## config.mk

```make
export PLATFORM = sky130hd
export DESIGN_NAME = rrc_pulse_shaper
export DESIGN_NICKNAME = d
export VERILOG_FILES = /design/src/rtl/rrc_pkg.sv /design/src/rtl/rrc_booth_mul.sv /design/src/rtl/rrc_tap_line.sv /design/src/rtl/rrc_mac.sv /design/src/rtl/rrc_round_sat.sv /design/src/rtl/rrc_pulse_shaper.sv
export SDC_FILE = /design/constraint.sdc
export NUM_CORES = 2
export LEC_CHECK = 0
export ABC_CLOCK_PERIOD_IN_PS = 26400
export BUFFER_PORTS_ARGS = -buffer_cell sky130_fd_sc_hd__buf_2
export CAP_MARGIN = 0
export CORE_MARGIN = 1.5
export CORE_UTILIZATION = 35
export DETAILED_ROUTE_END_ITERATION = 8
export HOLD_SLACK_MARGIN = 0.06
export SYNTH_ARGS = -nofsm -noshare
export SYNTH_HDL_FRONTEND = slang
export SYNTH_HIERARCHICAL = 1
export SYNTH_SLANG_ARGS = --single-unit
```

## constraint.sdc

```tcl
create_clock -name clk -period 26.4 [get_ports clk]
set_clock_uncertainty 0.15 [all_clocks]
set_input_delay 5.28 -clock clk [delete_from_list [all_inputs] [get_ports clk]]
set_output_delay 5.28 -clock clk [all_outputs]
set_load 0.02 [all_outputs]
```

## src/rtl/rrc_pkg.sv

```systemverilog
package rrc_pkg;

  // Taps 0..32 of the default 65-tap response, units of 2^-16; tap j = tap 64-j.
  localparam int RRC_DEFAULT_COEF [33] = '{
    -78, 12, 103, 118, 36, -82, -136, -71, 64, 150, 92, -81, -220,
    -150, 120, 300, 220, -140, -420, -380, 90, 600, 640, 80,
    -900, -1400, -700, 1500, 4700, 8600, 12600, 15500, 16600
  };

  // Radix-4 Booth digit for the bit triple {b(2i+1), b(2i), b(2i-1)}.
  function automatic logic signed [2:0] booth_digit(input logic [2:0] trip);
    case (trip)
      3'b001, 3'b010: return 3'sd1;
      3'b011:         return 3'sd2;
      3'b100:         return -3'sd2;
      3'b101, 3'b110: return -3'sd1;
      default:        return 3'sd0;
    endcase
  endfunction

endpackage

```

## src/rtl/rrc_booth_mul.sv

```systemverilog
module rrc_booth_mul #(
  parameter int A_W = 3,
  parameter int B_W = 16,
  parameter int P_W = A_W + B_W
) (
  input  logic signed [A_W-1:0] a,
  input  logic signed [B_W-1:0] b,
  output logic signed [P_W-1:0] prod
);
  localparam int ND  = (A_W + 1) / 2;
  localparam int EXT = 2 * ND;

  logic signed [EXT-1:0] a_sx;
  logic        [EXT:0]   a_ext;
  logic signed [P_W-1:0] b_sx;
  logic signed [P_W-1:0] pp [ND];

  function automatic logic signed [P_W-1:0] pick_pp(input logic signed [2:0] dig,
                                                    input logic signed [P_W-1:0] m);
    case (dig)
      3'sd1:   return m;
      3'sd2:   return m <<< 1;
      -3'sd1:  return -m;
      -3'sd2:  return -(m <<< 1);
      default: return '0;
    endcase
  endfunction

  assign a_sx  = EXT'(a);
  assign a_ext = {a_sx, 1'b0};
  assign b_sx  = P_W'(b);

  for (genvar g = 0; g < ND; g++) begin : g_pp
    logic signed [2:0] dig;
    assign dig   = rrc_pkg::booth_digit(a_ext[2*g+2 -: 3]);
    assign pp[g] = pick_pp(dig, b_sx);
  end

  always_comb begin
    prod = '0;
    for (int g = 0; g < ND; g++) prod = prod + (pp[g] <<< (2 * g));
  end
endmodule

```

## src/rtl/rrc_tap_line.sv

```systemverilog
module rrc_tap_line #(
  parameter int NUM_TAPS = 65,
  parameter int DATA_W   = 2
) (
  input  logic                               clk,
  input  logic                               rst_n,
  input  logic                               chip_stb,
  input  logic [DATA_W-1:0]                  chip_in,
  input  logic                               smp_stb,
  output logic [NUM_TAPS-1:0][DATA_W-1:0]    taps,
  output logic                               line_valid
);
  logic              pend_q;
  logic [DATA_W-1:0] pend_d;
  logic [DATA_W-1:0] line_x;
  logic              chip_direct;
  logic              stuff_zero;

  assign chip_direct = smp_stb & chip_stb;
  assign stuff_zero  = smp_stb & ~chip_stb & ~pend_q;

  always_comb begin
    if (chip_stb)    line_x = chip_in;
    else if (pend_q) line_x = pend_d;
    else             line_x = '0;
  end

  always_ff @(posedge clk) begin
    if (!rst_n) begin
      pend_q     <= 1'b0;
      pend_d     <= '0;
      taps       <= '0;
      line_valid <= 1'b0;
    end else begin
      line_valid <= smp_stb;
      if (smp_stb) begin
        taps   <= {taps[NUM_TAPS-2:0], line_x};
        pend_q <= 1'b0;
      end else if (chip_stb) begin
        pend_q <= 1'b1;
        pend_d <= chip_in;
      end
    end
  end

  assert_zero_insert_R3: assert property (@(posedge clk) disable iff (!rst_n)
    stuff_zero |=> taps[0] == '0);
  assert_shift_R3: assert property (@(posedge clk) disable iff (!rst_n)
    smp_stb |=> taps[NUM_TAPS-1:1] == $past(taps[NUM_TAPS-2:0]));
  assert_line_hold_R3: assert property (@(posedge clk) disable iff (!rst_n)
    !smp_stb |=> $stable(taps));
  assert_direct_chip_R4: assert property (@(posedge clk) disable iff (!rst_n)
    chip_direct |=> taps[0] == $past(chip_in));
  assert_pend_clear_R4: assert property (@(posedge clk) disable iff (!rst_n)
    smp_stb |=> !pend_q);
endmodule

```

## src/rtl/rrc_mac.sv

```systemverilog
module rrc_mac #(
  parameter int NUM_TAPS = 65,
  parameter int DATA_W   = 2,
  parameter int COEF_W   = 16,
  parameter int ACC_W    = 25,
  parameter int COEF [NUM_TAPS/2+1] = rrc_pkg::RRC_DEFAULT_COEF
) (
  input  logic                            clk,
  input  logic                            rst_n,
  input  logic                            in_valid,
  input  logic [NUM_TAPS-1:0][DATA_W-1:0] taps,
  output logic signed [ACC_W-1:0]         acc,
  output logic                            acc_valid
);
  localparam int HALF   = NUM_TAPS / 2;
  localparam int NU     = HALF + 1;
  localparam int FOLD_W = DATA_W + 1;
  localparam int PROD_W = FOLD_W + COEF_W;

  function automatic longint abs_weight();
    longint s = 0;
    for (int k = 0; k < NU; k++) begin
      longint c = (COEF[k] < 0) ? -longint'(COEF[k]) : longint'(COEF[k]);
      s += (k == HALF) ? c : 2 * c;
    end
    return s;
  endfunction

  localparam longint ACC_BOUND = abs_weight() * (longint'(1) << (DATA_W - 1));

  function automatic logic signed [FOLD_W-1:0] widen(input logic [DATA_W-1:0] v);
    return FOLD_W'(signed'(v));
  endfunction

  logic signed [FOLD_W-1:0] fold_c [NU];
  logic signed [FOLD_W-1:0] fold_q [NU];
  logic signed [PROD_W-1:0] prod_c [NU];
  logic signed [PROD_W-1:0] prod_q [NU];
  logic signed [ACC_W-1:0]  sum_c;
  logic                     v1, v2;

  for (genvar k = 0; k < NU; k++) begin : g_tap
    localparam logic signed [COEF_W-1:0] CK = COEF_W'(COEF[k]);
    if (k < HALF) begin : g_pair
      assign fold_c[k] = widen(taps[k]) + widen(taps[NUM_TAPS-1-k]);
    end else begin : g_centre
      assign fold_c[k] = widen(taps[k]);
    end
    rrc_booth_mul #(.A_W(FOLD_W), .B_W(COEF_W), .P_W(PROD_W)) u_mul (
      .a(fold_q[k]), .b(CK), .prod(prod_c[k])
    );
  end

  always_comb begin
    sum_c = '0;
    for (int k = 0; k < NU; k++) sum_c = sum_c + ACC_W'(prod_q[k]);
  end

  always_ff @(posedge clk) begin
    if (!rst_n) begin
      v1        <= 1'b0;
      v2        <= 1'b0;
      acc_valid <= 1'b0;
      acc       <= '0;
      for (int k = 0; k < NU; k++) begin
        fold_q[k] <= '0;
        prod_q[k] <= '0;
      end
    end else begin
      v1        <= in_valid;
      v2        <= v1;
      acc_valid <= v2;
      if (in_valid) for (int k = 0; k < NU; k++) fold_q[k] <= fold_c[k];
      if (v1)       for (int k = 0; k < NU; k++) prod_q[k] <= prod_c[k];
      if (v2)       acc <= sum_c;
    end
  end

  assert_acc_bound_R5: assert property (@(posedge clk) disable iff (!rst_n)
    acc_valid |-> (longint'(acc) <= ACC_BOUND && longint'(acc) >= -ACC_BOUND));
  assert_acc_hold_R5: assert property (@(posedge clk) disable iff (!rst_n)
    !v2 |=> $stable(acc));
endmodule

```

## src/rtl/rrc_round_sat.sv

```systemverilog
module rrc_round_sat #(
  parameter int ACC_W     = 25,
  parameter int OUT_W     = 16,
  parameter int OUT_SHIFT = 0
) (
  input  logic                    clk,
  input  logic                    rst_n,
  input  logic signed [ACC_W-1:0] acc,
  input  logic                    acc_valid,
  output logic [OUT_W-1:0]        out_sample,
  output logic                    out_valid
);
  localparam logic signed [ACC_W:0] MAXV = (ACC_W+1)'(2**(OUT_W-1) - 1);
  localparam logic signed [ACC_W:0] MINV = -(ACC_W+1)'(2**(OUT_W-1));

  logic signed [ACC_W:0] acc_x;
  logic signed [ACC_W:0] rnd;
  logic                  sat_hi, sat_lo;

  assign acc_x = (ACC_W+1)'(acc);

  if (OUT_SHIFT == 0) begin : g_exact
    assign rnd = acc_x;
  end else begin : g_round
    localparam logic signed [ACC_W:0] HALF_LSB = (ACC_W+1)'(2**(OUT_SHIFT-1));
    assign rnd = (acc_x + HALF_LSB) >>> OUT_SHIFT;
  end

  assign sat_hi = rnd > MAXV;
  assign sat_lo = rnd < MINV;

  function automatic logic [OUT_W-1:0] clamp(input logic signed [ACC_W:0] v,
                                             input logic hi, input logic lo);
    if (hi)      return MAXV[OUT_W-1:0];
    else if (lo) return MINV[OUT_W-1:0];
    else         return v[OUT_W-1:0];
  endfunction

  always_ff @(posedge clk) begin
    if (!rst_n) begin
      out_sample <= '0;
      out_valid  <= 1'b0;
    end else begin
      out_valid <= acc_valid;
      if (acc_valid) out_sample <= clamp(rnd, sat_hi, sat_lo);
    end
  end

  assert_sat_high_R9: assert property (@(posedge clk) disable iff (!rst_n)
    (acc_valid && sat_hi) |=> out_sample == MAXV[OUT_W-1:0]);
  assert_sat_low_R9: assert property (@(posedge clk) disable iff (!rst_n)
    (acc_valid && sat_lo) |=> out_sample == MINV[OUT_W-1:0]);
  assert_out_hold_R10: assert property (@(posedge clk) disable iff (!rst_n)
    !acc_valid |=> $stable(out_sample));
endmodule

```

## src/rtl/rrc_pulse_shaper.sv

```systemverilog
module rrc_pulse_shaper #(
  parameter int NUM_TAPS  = 65,
  parameter int DATA_W    = 2,
  parameter int COEF_W    = 16,
  parameter int OUT_W     = 16,
  parameter int OUT_SHIFT = 0,
  parameter int COEF [NUM_TAPS/2+1] = rrc_pkg::RRC_DEFAULT_COEF
) (
  input  logic              clk,
  input  logic              rst_n,
  input  logic              chip_stb,
  input  logic [DATA_W-1:0] chip_in,
  input  logic              smp_stb,
  output logic [OUT_W-1:0]  out_sample,
  output logic              out_valid
);
  localparam int NU     = NUM_TAPS / 2 + 1;
  localparam int PROD_W = DATA_W + 1 + COEF_W;
  localparam int ACC_W  = PROD_W + $clog2(NU);

  logic [NUM_TAPS-1:0][DATA_W-1:0] taps;
  logic                            line_valid;
  logic signed [ACC_W-1:0]         acc;
  logic                            acc_valid;

  rrc_tap_line #(.NUM_TAPS(NUM_TAPS), .DATA_W(DATA_W)) u_line (
    .clk(clk), .rst_n(rst_n), .chip_stb(chip_stb), .chip_in(chip_in),
    .smp_stb(smp_stb), .taps(taps), .line_valid(line_valid)
  );

  rrc_mac #(.NUM_TAPS(NUM_TAPS), .DATA_W(DATA_W), .COEF_W(COEF_W),
            .ACC_W(ACC_W), .COEF(COEF)) u_mac (
    .clk(clk), .rst_n(rst_n), .in_valid(line_valid), .taps(taps),
    .acc(acc), .acc_valid(acc_valid)
  );

  rrc_round_sat #(.ACC_W(ACC_W), .OUT_W(OUT_W), .OUT_SHIFT(OUT_SHIFT)) u_out (
    .clk(clk), .rst_n(rst_n), .acc(acc), .acc_valid(acc_valid),
    .out_sample(out_sample), .out_valid(out_valid)
  );

  // Shadow of the strobe, four edges deep, for the latency check.
  logic [3:0] lat_sr;
  always_ff @(posedge clk) begin
    if (!rst_n) lat_sr <= '0;
    else        lat_sr <= {lat_sr[2:0], smp_stb};
  end

  assert_latency_R6: assert property (@(posedge clk) disable iff (!rst_n)
    lat_sr[3] |=> out_valid);
  assert_no_spurious_R6: assert property (@(posedge clk) disable iff (!rst_n)
    !lat_sr[3] |=> !out_valid);
endmodule

```

# ---- Yosys cells after proc, flatten, opt, wreduce, memory -nomap -nowiden
# Memory sizes are Yosys's and may differ from the RTL's.
# Index checks and enable logic that the tools add are counted.
dict set report totals {
  reg_bits 179
  mem_bits_rw 726
  inputBits 6
  out_inout_bits 17
  word_cells 1081
  memories 2
}
# memory words word_bits rd rd_ports_with_merged_regs wr line_no
set mem_list {}
lappend mem_list {u_mac.prod_q 33 19 33 0 33 rrc_mac.sv:38} ;# logic signed [PROD_W-1:0] prod_q [NU];
lappend mem_list {u_mac.fold_q 33 3 33 0 33 rrc_mac.sv:36} ;# logic signed [FOLD_W-1:0] fold_q [NU];
dict set report op_classes {
  n_addsub 97
  order_cmp 2
  eq_ne 561
  mux 209
  n_bitwise 68
  reduce_logical 68
}
# operator n
set ops {}
lappend ops {{19-bit one-hot mux with 4 select lines} 33}
lappend ops {{17-bit one-hot mux with 4 select lines} 33}
lappend ops {{25-bit by 19-bit adder with 25-bit output} 30}
lappend ops {{3-bit equality test (second input constant)} 231}
lappend ops {{19-bit adder} 33}
lappend ops {{19-bit 2-to-1 mux} 33}
lappend ops {{3-bit by 2-bit equality test with 1-bit output (second input constant)} 132}
lappend ops {{3-bit one-hot mux with 4 select lines} 33}
lappend ops {{3-bit by 1-bit equality test with 1-bit output (second input constant)} 99}
lappend ops {{3-bit one-hot mux with 3 select lines} 33}
lappend ops {{2-bit OR reduction} 67}
lappend ops {{2-bit equality test (second input constant)} 66}
lappend ops {{3-bit 2-to-1 mux} 33}
lappend ops {{2-bit by 2-bit adder with 3-bit output} 32}
lappend ops {{2-bit by 1-bit equality test with 1-bit output (second input constant)} 33}
lappend ops {{1-bit bitwise OR} 66}
lappend ops {{16-bit 2-to-1 mux} 2}
lappend ops {{25-bit by 16-bit greater-than comparator with 1-bit output (second input constant)} 1}
lappend ops {{25-bit by 16-bit < comparator with 1-bit output (second input constant)} 1}
lappend ops {{20-bit by 19-bit adder with 21-bit output} 1}
lappend ops {{19-bit by 19-bit adder with 20-bit output} 1}
lappend ops {{1-bit 2-to-1 mux} 7}
lappend ops {{2-bit 2-to-1 mux} 2}
lappend ops {{1-bit inverter} 2}
lappend ops {{2-bit AND reduction} 1}

# ---- Longest topological paths before layout
# An unclocked memory read counts as a cell.
dict set report depth {
  ltp_word 33
  ltp_mapped 24
  depth_no_buf 23
}

# ---- Cells and area by module
# Netlist, hierarchy kept.
# mod n_inst cells_each area_per_inst_um2 seq_area_each_um2
set by_module_without_submodules {}
lappend by_module_without_submodules {{rrc_booth_mul (u_mac.g_tap[0].u_mul ...)} 32 277 1829.3 0.0}
lappend by_module_without_submodules {rrc_mac 1 3484 46470.8 22331.4}
lappend by_module_without_submodules {rrc_tap_line 1 434 5053.6 2682.6}
lappend by_module_without_submodules {{rrc_booth_mul (u_mac.g_tap[9].u_mul)} 1 283 1870.5 0.0}
lappend by_module_without_submodules {rrc_round_sat 1 81 755.7 340.3}

# ---- Worst setup path after synthesis
# No wires, ideal clock.
dict set report synth_timing {
  path_kind {input port to flip-flop}
  startpoint {input rst_n}
  endpoint {memory u_mac/prod_q[0][0] (netlist bit) (enable)}
  setup_ns 1.111
  arrival_time_ns 19.852
  required_ns 25.139
  path_slack_ns 5.287
  stages 3
  path_buffers 2
  path_cell_list {clkbuf_1 > clkbuf_1 > nand2b_1}
}
# element line_no
set synth_rtl {}
lappend synth_rtl {{start, declared} rrc_pulse_shaper.sv:10} ;# input logic rst_n,
lappend synth_rtl {{end, declared} rrc_mac.sv:38}

==> summary.txt <==
Run status
  • Status: complete, no violations

STA
  • Final setup fails: 0
  • Total negative slack: 0 ns
  • Final Hold Viols: 0
  • Unrepaired setup endpoints after global routing: no
  • Slew @ Worst Pin: 1.23 ns
  • Relative slew slack: 17.9%
  • Period utilization: 29.8%
  • Maximum operating frequency: 127 MHz
  • Fin. max-slew vios: 0
  • Tmin final: 7.86 ns

Cells and area
  • Area Growth Syn to Fin: 10.9%
  • Fraction of layout cells with a size suffix above 1: 3.48%
  • Layout Cells excl Fill: 18.6k
  • Fillers: 33.0k
  • Post-route cell area: 125000 um2
  • Nets: 15.6k

Drt
  • DR vias/cell: 5.02
  • Final WL: 313 mm
  • Routed Antenna Nets: 0
  • 1st-iter DRT viols: 7031
  • Vias: 93.3k
  • Pre-antenna DRT Iters: 6
  • Routed length per instance: 16.8 um
  • DRC Markers: 0

Floorplanning
  • Overall die width: 570 um
  • Die ar.: 325000 um2
  • Io pins: 23
  • Initial core utilization: 35.1%
  • Core Area: 321000 um2
  • Core Rows: 208
  • Die Span Y: 570 um

Clocking
  • Hold_buf cts: 0
  • CTS H-Tree Depth: 3
  • Number of CTS-inserted buffers: 98
  • Clk pin slew, worst setup/hold paths: 0.07 ns
  • CTS Root Cell: clkbuf_16
  • CTS tree: yes
  • Post-CTS setup buffer count: 0
  • CTS resizes: 0
  • CTS Sinks: 904
  • Clock insertion delay at the later pin of the skew report: 0.76 ns
  • Clk buf depth: 3

Global route
  • Initial antenna violation count: 9
  • Total track usage: 18.8%
  • Vias in the first global route: 85.9k
  • Largest net degree at the start of global routing: 275
  • First-pass GRT wire length: 492 mm
  • Total gr overflow: 0

Synth
  • Largest family of logic cells by synthesized area: adder cells
  • Adder-Cell Fraction of Synth Area: 20.7%
  • Top cells by count, synth: inv_1 (1234), nor2_1 (1197), and3_1 (797), clkbuf_1 (777), a21oi_1 (748)
  • Post-synth top area share: 19.3%
  • Synth Cell Area: 113000 um2
  • Multiplexer area fraction after synthesis: 4.72%
  • Post-synthesis cell count: 13.1k
  • Cell with the most instances after synthesis: inv_1
  • Fraction of registers with async set/reset: 0%
  • Yosys reg bits: 904
  • Sequential cell area fraction in the yosys report: 22.5%
  • Synth warn: 6
  • Area leader, netlist: edfxtp_1
  • Average size of a mapped cell: 8.57 um2
  • EDFF count, synth: 725
  • Cell variety after synth: 82
  • Synth Flop Type: edfxtp_1
  • Compound-Gate Fraction of Synth Area: 18.7%
  • Xor and xnor area share after synthesis: 6.03%
  • Main area contributors after synthesis: edfxtp_1 (19%), fa_1 (13%), ha_1 (8.1%)
  • Simple-gate area share of the yosys netlist: 20.1%

Worst setup path
  • Worst Path Arrival: 8.04 ns
  • Required time of the critical path: 26.57 ns
  • CP Max Fanout: 80
  • CP startpoint kind: primary input
  • Critical path class: primary input to register
  • Setup crit end kind: register

Place
  • DPL Wire Length: 241 mm
  • Port Buf Inserts: 22
  • Post-DP Area: 122000 um2
  • Post-placement cell count: 18.4k
  • Final GP Congestion: 0.937

Hold path
  • Worst hold-check path type: register to register

Job
  • Max-Cap Viols: 0
[cells in the final DEF, fill, tap and decap left out, drive strengths merged, types with 202 or more instances in the layout]
master and instances:
conb 1713, inv 1242, nor2 1197, and3 798, o21ai 790, a21oi 748, ha 730, edfxtp 725
fa 708, xnor2 568, nand2 561, mux2i 529, a22oi 394, nand3 335, nor3 333, a21o 244
nor2b 213, xor2 205, nand2b 202
[area by class of cell]
class,count,area [um2],share of cell area [%]
diodes,5,12.5,0.0100
clock buffers,138,2880,2.31
clock inverters,46,445,0.357
inverters,1234,4630,3.71
multi-input cells,11900,85600,68.5
flip-flops and latches,904,25400,20.3
well taps,4305,5390,4.31
repair buffers,90,664,0.532
[layer usage]
| layer | GRT usage (%) | routed length, um | up-vias |
|---|---|---|---|
| met2 | 30.3 | 142000 | 1679 |
| met1 | 27.0 | 149000 | 44300 |
| met4 | 3.18 | 5140 | 0 |
| met3 | 2.41 | 15900 | 220 |
| li1 | - | - | 47100 |
| met5 | 0 | 0 | - |
[worst max-delay path, cell delays in order]
cell and delay, ns:
buf_8 0.17, nand2b_4 0.56, buf_4 0.92, buf_4 0.86
[cells by family (layout without fill, tap and decap cells)]
logic type / count (synthesis) / in the layout
DFF: 904 / 904
and+or+nand+nor: 4162 / 4162
other: 2 / 1718
AOI/OAI and AO/OA: 3235 / 3235
xor gates and xnor gates: 774 / 774
buffers and inverters: 2100 / 1508
adders and majority gates: 1438 / 1438
muxes: 531 / 531
[worst paths after layout]
path / from / to / slack, ns / cells past startpoint
setup reg to reg: u_mac/prod_q[0][3]$_SDFFCE_PN0P_ / u_mac/acc[23]$_SDFFE_PN0P_ / 18.79 / 19
hold / removal: u_out/out_sample[15]$_SDFFE_PN0P_ / u_out/out_sample[15]$_SDFFE_PN0P_ / 0.34 / 2
setup / recovery: rst_n / u_mac/prod_q[0][215]$_SDFFCE_PN0P_ / 18.54 / 4
hold reg to reg: u_out/out_sample[15]$_SDFFE_PN0P_ / u_out/out_sample[15]$_SDFFE_PN0P_ / 0.34 / 2
[through the flow]
stage / util [%] / setup WS [ns] / hold slack (ns)
after floorplan: - / 5.29 / 0.303
after CTS: 39.0 / 18.66 / 0.340
final: 39.0 / 18.54 / 0.339
after detailed placement: 37.9 / 17.89 / 0.325
after global placement: 37.9 / 17.94 / 0.319
after global routing: 39.0 / 18.46 / 0.371
[flip-flops by register name (all words and copies together) (netlist names)]
register,cells
u_line/line_valid,1
u_line/pend_d,2
u_line/pend_q,1
u_line/taps,130
u_mac/acc,25
u_mac/acc_valid,1
u_mac/fold_q,98
u_mac/prod_q,627
u_mac/v1,1
u_mac/v2,1
u_out/out_sample,16
u_out/out_valid,1
Power is not shown: default switching activity piles up to over one toggle a cycle in this logic, so the estimate is an artifact.
